$ cat config.mk
export PLATFORM = sky130hd
export DESIGN_NAME = spi_fifo_irq_status
export DESIGN_NICKNAME = d
export VERILOG_FILES = /design/src/rtl/spi_fstat_pkg.sv /design/src/rtl/spi_fifo_level.sv /design/src/rtl/spi_flush_seq.sv /design/src/rtl/spi_edge_cause.sv /design/src/rtl/spi_fifo_irq_status.sv
export SDC_FILE = /design/constraint.sdc
export NUM_CORES = 1
export LEC_CHECK = 0
export CAP_MARGIN = 20
export CORE_MARGIN = 5
export CORE_UTILIZATION = 48
export CTS_BUF_LIST = sky130_fd_sc_hd__clkbuf_8
export CTS_CLUSTER_DIAMETER = 50
export CTS_CLUSTER_SIZE = 10
export DETAILED_ROUTE_END_ITERATION = 12
export GPL_TIMING_DRIVEN = 0
export PLACE_DENSITY = 0.88
export SYNTH_ARGS = -nofsm -noshare
export SYNTH_HDL_FRONTEND = slang
export SYNTH_SLANG_ARGS = --single-unit
export TNS_END_PERCENT = 5
$ cat constraint.sdc
create_clock -name clk -period 4.95 [get_ports clk]
set_input_delay 0.495 -clock clk [delete_from_list [all_inputs] [get_ports clk]]
set_output_delay 0.495 -clock clk [all_outputs]
set_load 0.005 [all_outputs]
$ cat src/rtl/spi_fstat_pkg.sv
package spi_fstat_pkg;
   localparam int STAT_W     = 12;
   localparam int CFG_W      = 32;
   localparam int TH_W       = 3;
   localparam int RD_TH_LSB  = 24;
   localparam int WR_TH_LSB  = 28;
   localparam int B_XDONE    = 0;
   localparam int B_XRDY     = 1;
   localparam int B_RRDY     = 2;
   localparam int B_WRDY     = 3;
   localparam int B_REMPTY   = 4;
   localparam int B_RFULL    = 5;
   localparam int B_WEMPTY   = 6;
   localparam int B_WFULL    = 7;
   localparam int B_RUNF     = 8;
   localparam int B_ROVF     = 9;
   localparam int B_WUNF     = 10;
   localparam int B_WOVF     = 11;
endpackage

$ cat src/rtl/spi_fifo_level.sv
module spi_fifo_level #(
   parameter int DEPTH         = 8,
   parameter int TH_W          = 3,
   parameter bit READY_ON_FREE = 1'b0
) (
   input  logic            clk,
   input  logic            rst_n,
   input  logic            clear_i,
   input  logic            push_i,
   input  logic            pop_i,
   input  logic [TH_W-1:0] thresh_i,
   output logic            empty_o,
   output logic            full_o,
   output logic            ready_o,
   output logic            ovf_o,
   output logic            unf_o
);
   localparam int CNT_W = $clog2(DEPTH + 1);
   localparam int CMP_W = ((CNT_W > TH_W) ? CNT_W : TH_W) + 1;

   if (DEPTH < 2) begin : g_bad_depth
      $error("spi_fifo_level: DEPTH must be at least 2");
   end

   logic [CNT_W-1:0] level_q;
   logic             ovf_q, unf_q;
   logic             push_ok, pop_ok;
   logic [CMP_W-1:0] cmp_lhs, cmp_thr;

   assign pop_ok  = pop_i && (level_q != '0);
   assign push_ok = push_i && ((level_q != CNT_W'(DEPTH)) || pop_ok);

   always_ff @(posedge clk or negedge rst_n) begin
      if (!rst_n) begin
         level_q <= '0;
         ovf_q   <= 1'b0;
         unf_q   <= 1'b0;
      end else if (clear_i) begin
         level_q <= '0;
         ovf_q   <= 1'b0;
         unf_q   <= 1'b0;
      end else begin
         level_q <= level_q + CNT_W'(push_ok) - CNT_W'(pop_ok);
         if (push_i && !push_ok) ovf_q <= 1'b1;
         if (pop_i && !pop_ok)   unf_q <= 1'b1;
      end
   end

   if (READY_ON_FREE) begin : g_free_space
      assign cmp_lhs = CMP_W'(CNT_W'(DEPTH) - level_q);
   end else begin : g_occupancy
      assign cmp_lhs = CMP_W'(level_q);
   end
   assign cmp_thr = CMP_W'(thresh_i);

   assign ready_o = cmp_lhs > cmp_thr;
   assign empty_o = (level_q == '0);
   assign full_o  = (level_q == CNT_W'(DEPTH));
   assign ovf_o   = ovf_q;
   assign unf_o   = unf_q;

   AST_LEVEL_BOUND: assert property (@(posedge clk) disable iff (!rst_n)
      level_q <= CNT_W'(DEPTH));
   AST_OVF_STICKY: assert property (@(posedge clk) disable iff (!rst_n)
      ovf_o && !clear_i |=> ovf_o);
   AST_UNF_STICKY: assert property (@(posedge clk) disable iff (!rst_n)
      unf_o && !clear_i |=> unf_o);
   AST_OVF_SET: assert property (@(posedge clk) disable iff (!rst_n)
      push_i && !pop_i && full_o && !clear_i |=> ovf_o && full_o);
   AST_UNF_SET: assert property (@(posedge clk) disable iff (!rst_n)
      pop_i && !push_i && empty_o && !clear_i |=> unf_o && empty_o);
   AST_CLEAR_EMPTIES: assert property (@(posedge clk) disable iff (!rst_n)
      clear_i |=> empty_o && !ovf_o && !unf_o);
endmodule

$ cat src/rtl/spi_flush_seq.sv
module spi_flush_seq #(
   parameter int FLUSH_CYCLES = 2
) (
   input  logic clk,
   input  logic rst_n,
   input  logic req_i,
   output logic clear_o,
   output logic busy_o
);
   localparam int TW = (FLUSH_CYCLES > 1) ? $clog2(FLUSH_CYCLES) : 1;

   if (FLUSH_CYCLES < 1) begin : g_bad_len
      $error("spi_flush_seq: FLUSH_CYCLES must be at least 1");
   end

   logic          busy_q;
   logic [TW-1:0] tmr_q;

   always_ff @(posedge clk or negedge rst_n) begin
      if (!rst_n) begin
         busy_q <= 1'b0;
         tmr_q  <= '0;
      end else if (busy_q) begin
         if (tmr_q == TW'(FLUSH_CYCLES - 1)) begin
            busy_q <= 1'b0;
            tmr_q  <= '0;
         end else begin
            tmr_q <= tmr_q + TW'(1);
         end
      end else if (req_i) begin
         busy_q <= 1'b1;
         tmr_q  <= '0;
      end
   end

   assign clear_o = req_i | busy_q;
   assign busy_o  = busy_q;

   AST_FLUSH_STARTS: assert property (@(posedge clk) disable iff (!rst_n)
      req_i && !busy_o |=> busy_o);
endmodule

$ cat src/rtl/spi_edge_cause.sv
module spi_edge_cause #(
   parameter int W = 12
) (
   input  logic         clk,
   input  logic         rst_n,
   input  logic [W-1:0] stat_i,
   input  logic         clr_we_i,
   input  logic [W-1:0] clr_data_i,
   input  logic         mask_we_i,
   input  logic [W-1:0] mask_data_i,
   output logic [W-1:0] cause_o,
   output logic [W-1:0] mask_o,
   output logic         irq_o
);
   if (W < 1) begin : g_bad_width
      $error("spi_edge_cause: W must be at least 1");
   end

   logic [W-1:0] stat_q, cause_q, mask_q, rise, clr_sel;

   assign rise    = stat_i & ~stat_q;
   assign clr_sel = clr_we_i ? clr_data_i : '0;

   always_ff @(posedge clk or negedge rst_n) begin
      if (!rst_n) begin
         stat_q  <= '1;
         cause_q <= '0;
         mask_q  <= '0;
      end else begin
         stat_q  <= stat_i;
         cause_q <= (cause_q & ~clr_sel) | rise;
         if (mask_we_i) mask_q <= mask_data_i;
      end
   end

   assign cause_o = cause_q;
   assign mask_o  = mask_q;
   assign irq_o   = |(cause_q & mask_q);

   for (genvar i = 0; i < W; i++) begin : g_bit_chk
      AST_RISE_SETS: assert property (@(posedge clk) disable iff (!rst_n)
         $past(rst_n) && stat_i[i] && !$past(stat_i[i]) |=> cause_o[i]);
      AST_NO_SPURIOUS: assert property (@(posedge clk) disable iff (!rst_n)
         $past(rst_n) && !cause_o[i] && !(stat_i[i] && !$past(stat_i[i]))
         |=> !cause_o[i]);
      AST_W1C: assert property (@(posedge clk) disable iff (!rst_n)
         $past(rst_n) && clr_we_i && clr_data_i[i] && !(stat_i[i] && !$past(stat_i[i]))
         |=> !cause_o[i]);
      AST_CLR_RACE: assert property (@(posedge clk) disable iff (!rst_n)
         $past(rst_n) && clr_we_i && clr_data_i[i] && stat_i[i] && !$past(stat_i[i])
         |=> cause_o[i]);
   end

   AST_MASK_ZERO_SILENT: assert property (@(posedge clk) disable iff (!rst_n)
      (mask_o == '0) |-> !irq_o);
endmodule

$ cat src/rtl/spi_fifo_irq_status.sv
module spi_fifo_irq_status
   import spi_fstat_pkg::*;
#(
   parameter int DEPTH        = 8,
   parameter int FLUSH_CYCLES = 2
) (
   input  logic              clk,
   input  logic              rst_n,
   input  logic [CFG_W-1:0]  cfg_i,
   input  logic              xfer_done_i,
   input  logic              xfer_ready_i,
   input  logic              wf_push_i,
   input  logic              wf_pop_i,
   input  logic              rf_push_i,
   input  logic              rf_pop_i,
   input  logic              flush_req_i,
   input  logic              cause_clr_we_i,
   input  logic [STAT_W-1:0] cause_clr_i,
   input  logic              mask_we_i,
   input  logic [STAT_W-1:0] mask_i,
   output logic [STAT_W-1:0] status_o,
   output logic [STAT_W-1:0] cause_o,
   output logic [STAT_W-1:0] mask_o,
   output logic              irq_o,
   output logic              flush_busy_o
);
   if (DEPTH < (1 << TH_W)) begin : g_bad_depth
      $error("spi_fifo_irq_status: DEPTH must cover the full threshold range");
   end

   logic              fl_clear;
   logic              w_empty, w_full, w_ready, w_ovf, w_unf;
   logic              r_empty, r_full, r_ready, r_ovf, r_unf;
   logic [STAT_W-1:0] stat;
   logic              unused_cfg;

   assign unused_cfg = ^{cfg_i[CFG_W-1], cfg_i[WR_TH_LSB-1], cfg_i[RD_TH_LSB-1:0]};

   spi_flush_seq #(.FLUSH_CYCLES(FLUSH_CYCLES)) u_flush (
      .clk(clk), .rst_n(rst_n), .req_i(flush_req_i),
      .clear_o(fl_clear), .busy_o(flush_busy_o)
   );

   spi_fifo_level #(.DEPTH(DEPTH), .TH_W(TH_W), .READY_ON_FREE(1'b1)) u_wlvl (
      .clk(clk), .rst_n(rst_n), .clear_i(fl_clear),
      .push_i(wf_push_i), .pop_i(wf_pop_i),
      .thresh_i(cfg_i[WR_TH_LSB +: TH_W]),
      .empty_o(w_empty), .full_o(w_full), .ready_o(w_ready),
      .ovf_o(w_ovf), .unf_o(w_unf)
   );

   spi_fifo_level #(.DEPTH(DEPTH), .TH_W(TH_W), .READY_ON_FREE(1'b0)) u_rlvl (
      .clk(clk), .rst_n(rst_n), .clear_i(fl_clear),
      .push_i(rf_push_i), .pop_i(rf_pop_i),
      .thresh_i(cfg_i[RD_TH_LSB +: TH_W]),
      .empty_o(r_empty), .full_o(r_full), .ready_o(r_ready),
      .ovf_o(r_ovf), .unf_o(r_unf)
   );

   always_comb begin
      stat           = '0;
      stat[B_XDONE]  = xfer_done_i;
      stat[B_XRDY]   = xfer_ready_i;
      stat[B_RRDY]   = r_ready;
      stat[B_WRDY]   = w_ready;
      stat[B_REMPTY] = r_empty;
      stat[B_RFULL]  = r_full;
      stat[B_WEMPTY] = w_empty;
      stat[B_WFULL]  = w_full;
      stat[B_RUNF]   = r_unf;
      stat[B_ROVF]   = r_ovf;
      stat[B_WUNF]   = w_unf;
      stat[B_WOVF]   = w_ovf;
   end

   assign status_o = stat;

   spi_edge_cause #(.W(STAT_W)) u_cause (
      .clk(clk), .rst_n(rst_n), .stat_i(stat),
      .clr_we_i(cause_clr_we_i), .clr_data_i(cause_clr_i),
      .mask_we_i(mask_we_i), .mask_data_i(mask_i),
      .cause_o(cause_o), .mask_o(mask_o), .irq_o(irq_o)
   );

   AST_FLUSH_EMPTY: assert property (@(posedge clk) disable iff (!rst_n)
      flush_busy_o |-> status_o[B_REMPTY] && status_o[B_WEMPTY]
                       && (status_o[B_WOVF:B_RUNF] == '0));
endmodule

==> results.py <==
metrics = {
    "logic_synthesis": {
        "synth_area_um2": 2530,
        "synthMuxAreaShare_pct": 7.28,
        "syn-instance-count": 223,
        "synth_top_family_by_area": "adder cells",
        "synth-xor-area-share_pct": 1.73,
        "synth.distinct_cells": 38,
        "yosys.area_share.simple_pct": 10.6,
        "syn_nets": 312,
        "synth-adder-area-share_pct": 11.5,
        "syn-mean-instance-area_um2": 11.3,
        "synth_seq_cells": 50,
        "seq_area_frac_synth_pct": 50.1,
        "synth_compound_area_share_pct": 10.2,
        "yosys_warnings": 0,
    },
    "timing": {
        "rsz0062_at_grt": "no",
        "worst_pin_slew_ns": 0.345,
        "period_minus_slack_ns": 3.14,
        "hold_violations": 0,
        "setup_ws_ns": 1.81,
        "fin_tns_setup_ns": 0,
        "fmax_mhz": 318,
        "setup_viol": 0,
        "whs_ns": 0.0658,
        "post-route-period-util_pct": 63.5,
        "drv_slew": 0,
        "slew-limit-headroom_pct": 76.7,
        "finClkSkew_ns": 0.00453,
    },
    "pwr": {
        "ir_drop_mv": 0.248,
        "powerDensity_nw_per_um2": 482,
        "power.leakage_nw": 1.61,
        "power_w": 0.00169,
    },
    "cells_and_area": {
        "antenna_cells": 0,
        "layout.nets": 398,
        "fin_cells": 380,
        "synthToLayoutAreaGrowth_pct": 38.6,
        "drive_gt1_share_pct": 20.6,
        "fillerInstances": 361,
    },
    "floorplan": {
        "rows": 26,
        "start_util_pct": 49.5,
        "die_h_um": 82.6,
        "dieArea_um2": 6820,
        "fp.coreArea_um2": 5110,
        "die_w_um": 82.6,
        "io_pins": 105,
    },
    "route": {
        "vias": 1866,
        "drt-initial-drc-count": 80,
        "routed_wl_um": 5660,
        "dr.pass1.iters": 4,
        "wl_per_cell_um": 14.9,
        "ant_nets": 0,
        "drc": 0,
        "vias_per_cell": 4.91,
    },
    "clock_network": {
        "cts_tree": "built",
        "postCtsResizedCells": 0,
        "cts-buffers-inserted": 5,
        "clk_pin_slew_ns": 0.09,
        "clock_latency_ns": 0.30,
        "htreeDepth": 2,
        "clock-sinks": 50,
        "root_buffer": "clkbuf_8",
        "postCtsSetupBuffers": 0,
        "clockBufferDepth": 2,
        "cts_hold_buf": 0,
    },
    "worst_hold_path": {
        "min_path_type": "in -> async",
    },
    "placement": {
        "pre_cts_slack_ns": 2.04,
        "dp_cells": 372,
        "gp_congestion": 0.794,
        "dpl.hpwl_um": 4590,
        "port_buffers": 78,
    },
    "grt": {
        "grt_usage_pct": 17.2,
        "grt_pass1_wl_um": 8770,
        "grt_pass1_vias": 1881,
        "grt_antenna_before_repair": 0,
        "grt_max_degree": 40,
        "globalRouteOverflowTotal": 0,
    },
    "setup_path": {
        "regToRegSetupSlack_ns": 2.61,
        "cp.arrival_ns": 2.65,
        "rr_endpoint": "u_wlvl.level_q[1]",
        "cp_max_fo": 4,
        "slowest_stage": "clkdlybuf4s50_1",
        "r2r_start": "u_wlvl.level_q[1]",
        "crit_start": "u_wlvl.level_q[1]",
        "crit_path_frequent_cell": "ha_1",
        "crit_chain": "inv_1 > ha_1 > xnor2_1 > ha_1 > nand2_1 > nor2_1 > a211oi_2 > o21ai_1 > buf_4 > clkdlybuf4s50_1",
        "endpoint_kind": "output pin",
        "critPathLaunchType": "flip-flop",
        "slowest_delay_ns": 0.43,
        "reg2reg_depth": 9,
        "worst-setup-path-type": "reg -> out",
        "cp_data_required_time_ns": 4.45,
    },
    "flow_run": {
        "drv_cap": 0,
    },
    "status": {
        "status": "finished clean",
    },
}
-- cell type report --
class | count | area [µm²] | area share (%)
clock buffer | 6 | 82.6 | 2.36
multi-input combinational | 130 | 1040 | 29.8
timing repair buffer | 79 | 796 | 22.7
clock inverter | 2 | 8.76 | 0.250
tap | 70 | 87.6 | 2.50
sequential | 50 | 1270 | 36.2
inverter | 28 | 105 | 3.00
buffer | 15 | 111 | 3.18
-- layout by cell type, fill, tap and decap left out, types with 2 or more instances in the layout --
master,instances
o21ai_0,4
buf_2,3
nor2_1,8
o21ai_1,8
fa_1,2
dfrtp_1,38
a221oi_2,3
xor2_1,2
clkbuf_8,6
a21oi_1,5
dfstp_2,12
inv_1,27
mux2_2,3
mux2_4,10
nor2b_1,3
nor2_2,2
and2_1,6
inv_2,2
a21oi_2,4
a22o_1,4
nand2_1,29
ha_1,20
xnor2_1,3
buf_4,12
clkdlybuf4s50_1,77
-- synthesized netlist by cell type --
master	number	area (µm²)
fa_1	2	40.0
a221oi_2	3	45.0
and4_1	1	8.76
nand4_1	1	6.26
nand3b_1	1	7.51
o21ai_1	8	40.0
nand3_1	1	5.00
mux2_4	10	150
xnor2_1	3	26.3
o221ai_2	1	15.0
and2_1	6	37.5
a21oi_1	5	25.0
o21bai_1	1	7.51
ha_1	20	250
a211oi_2	1	12.5
a22o_1	4	35.0
buf_2	2	10.0
nor2_1	8	30.0
o21ai_0	4	20.0
inv_1	26	97.6
a21oi_2	4	35.0
xor2_1	2	17.5
buf_6	1	11.3
dfstp_2	12	315
inv_2	2	7.51
mux2_2	3	33.8
nor2b_4	1	13.8
or2_1	1	6.26
nand2_1	29	109
dfrtp_1	38	951
a21o_1	1	7.51
o21ai_2	1	8.76
o21a_1	1	7.51
or2_0	1	6.26
nor2b_1	3	18.8
buf_4	12	90.1
nor2_2	2	12.5
and3_1	1	6.26
-- registers in the layout, indices dropped and copies added (netlist names) --
register and cells:
u_wlvl.ovf_o 1, u_cause.mask_o 12, u_cause.stat_q 12, u_wlvl.unf_o 1
u_rlvl.ovf_o 1, u_flush.tmr_q 1, u_cause.cause_o 12, u_rlvl.level_q 4
u_flush.busy_o 1, u_wlvl.level_q 4, u_rlvl.unf_o 1
-- metrics by stage --
step | util (%) | cell area, µm²
final | 68.6 | 3500
after global routing | 68.6 | 3500
after CTS | 68.6 | 3500
after detailed placement | 66.8 | 3410
after global placement | 66.5 | 3400
after floorplan | - | 2530
-- cell families (layout without fill, tap and decap cells) --
group	after synthesis	in the layout
compound gates	34	34
xor+xnor	5	5
fa+ha+maj	22	22
buf+inv	43	130
flops	50	50
mux	13	13
simple gates	56	56
-- layer usage --
| metal | track usage [%] | routed length [µm] | vias to the layer above |
|---|---|---|---|
| met3 | 5.31 | 442 | 6 |
| met2 | 30.9 | 2890 | 54 |
| met4 | 3.92 | 46 | 0 |
| li1 | - | - | 891 |
| met1 | 20.0 | 2280 | 915 |
| met5 | 0 | 0 | - |
-- where the power goes --
part	switching, W	leakage, nW	total [W]	internal (W)
clock network	0.000128	0.0524	0.000239	0.000111
registers	0.0000790	0.605	0.000606	0.000527
logic	0.000374	0.950	0.000843	0.000469
-- critical path: cells and delay by family (launching register included) --
kind | cells | cell delay, ns
AO/OA/AOI/OAI | 2 | 0.38
flip-flops | 1 | 0.39
XOR/XNOR | 1 | 0.15
adder cells (fa/ha/maj) | 2 | 0.55
buffers and inverters | 3 | 0.74
AND/OR/NAND/NOR | 2 | 0.13
-- how the worst max path moves through the flow --
stage	end	slack, ns
after floorplan	status_o[3]	2.77
after global placement	u_wlvl.level_q[1]	2.01
after detailed placement	status_o[3]	2.04
after CTS	status_o[3]	1.78
after global routing	status_o[3]	1.60
final	status_o[3]	1.81
(Power assumes the default switching activity.)
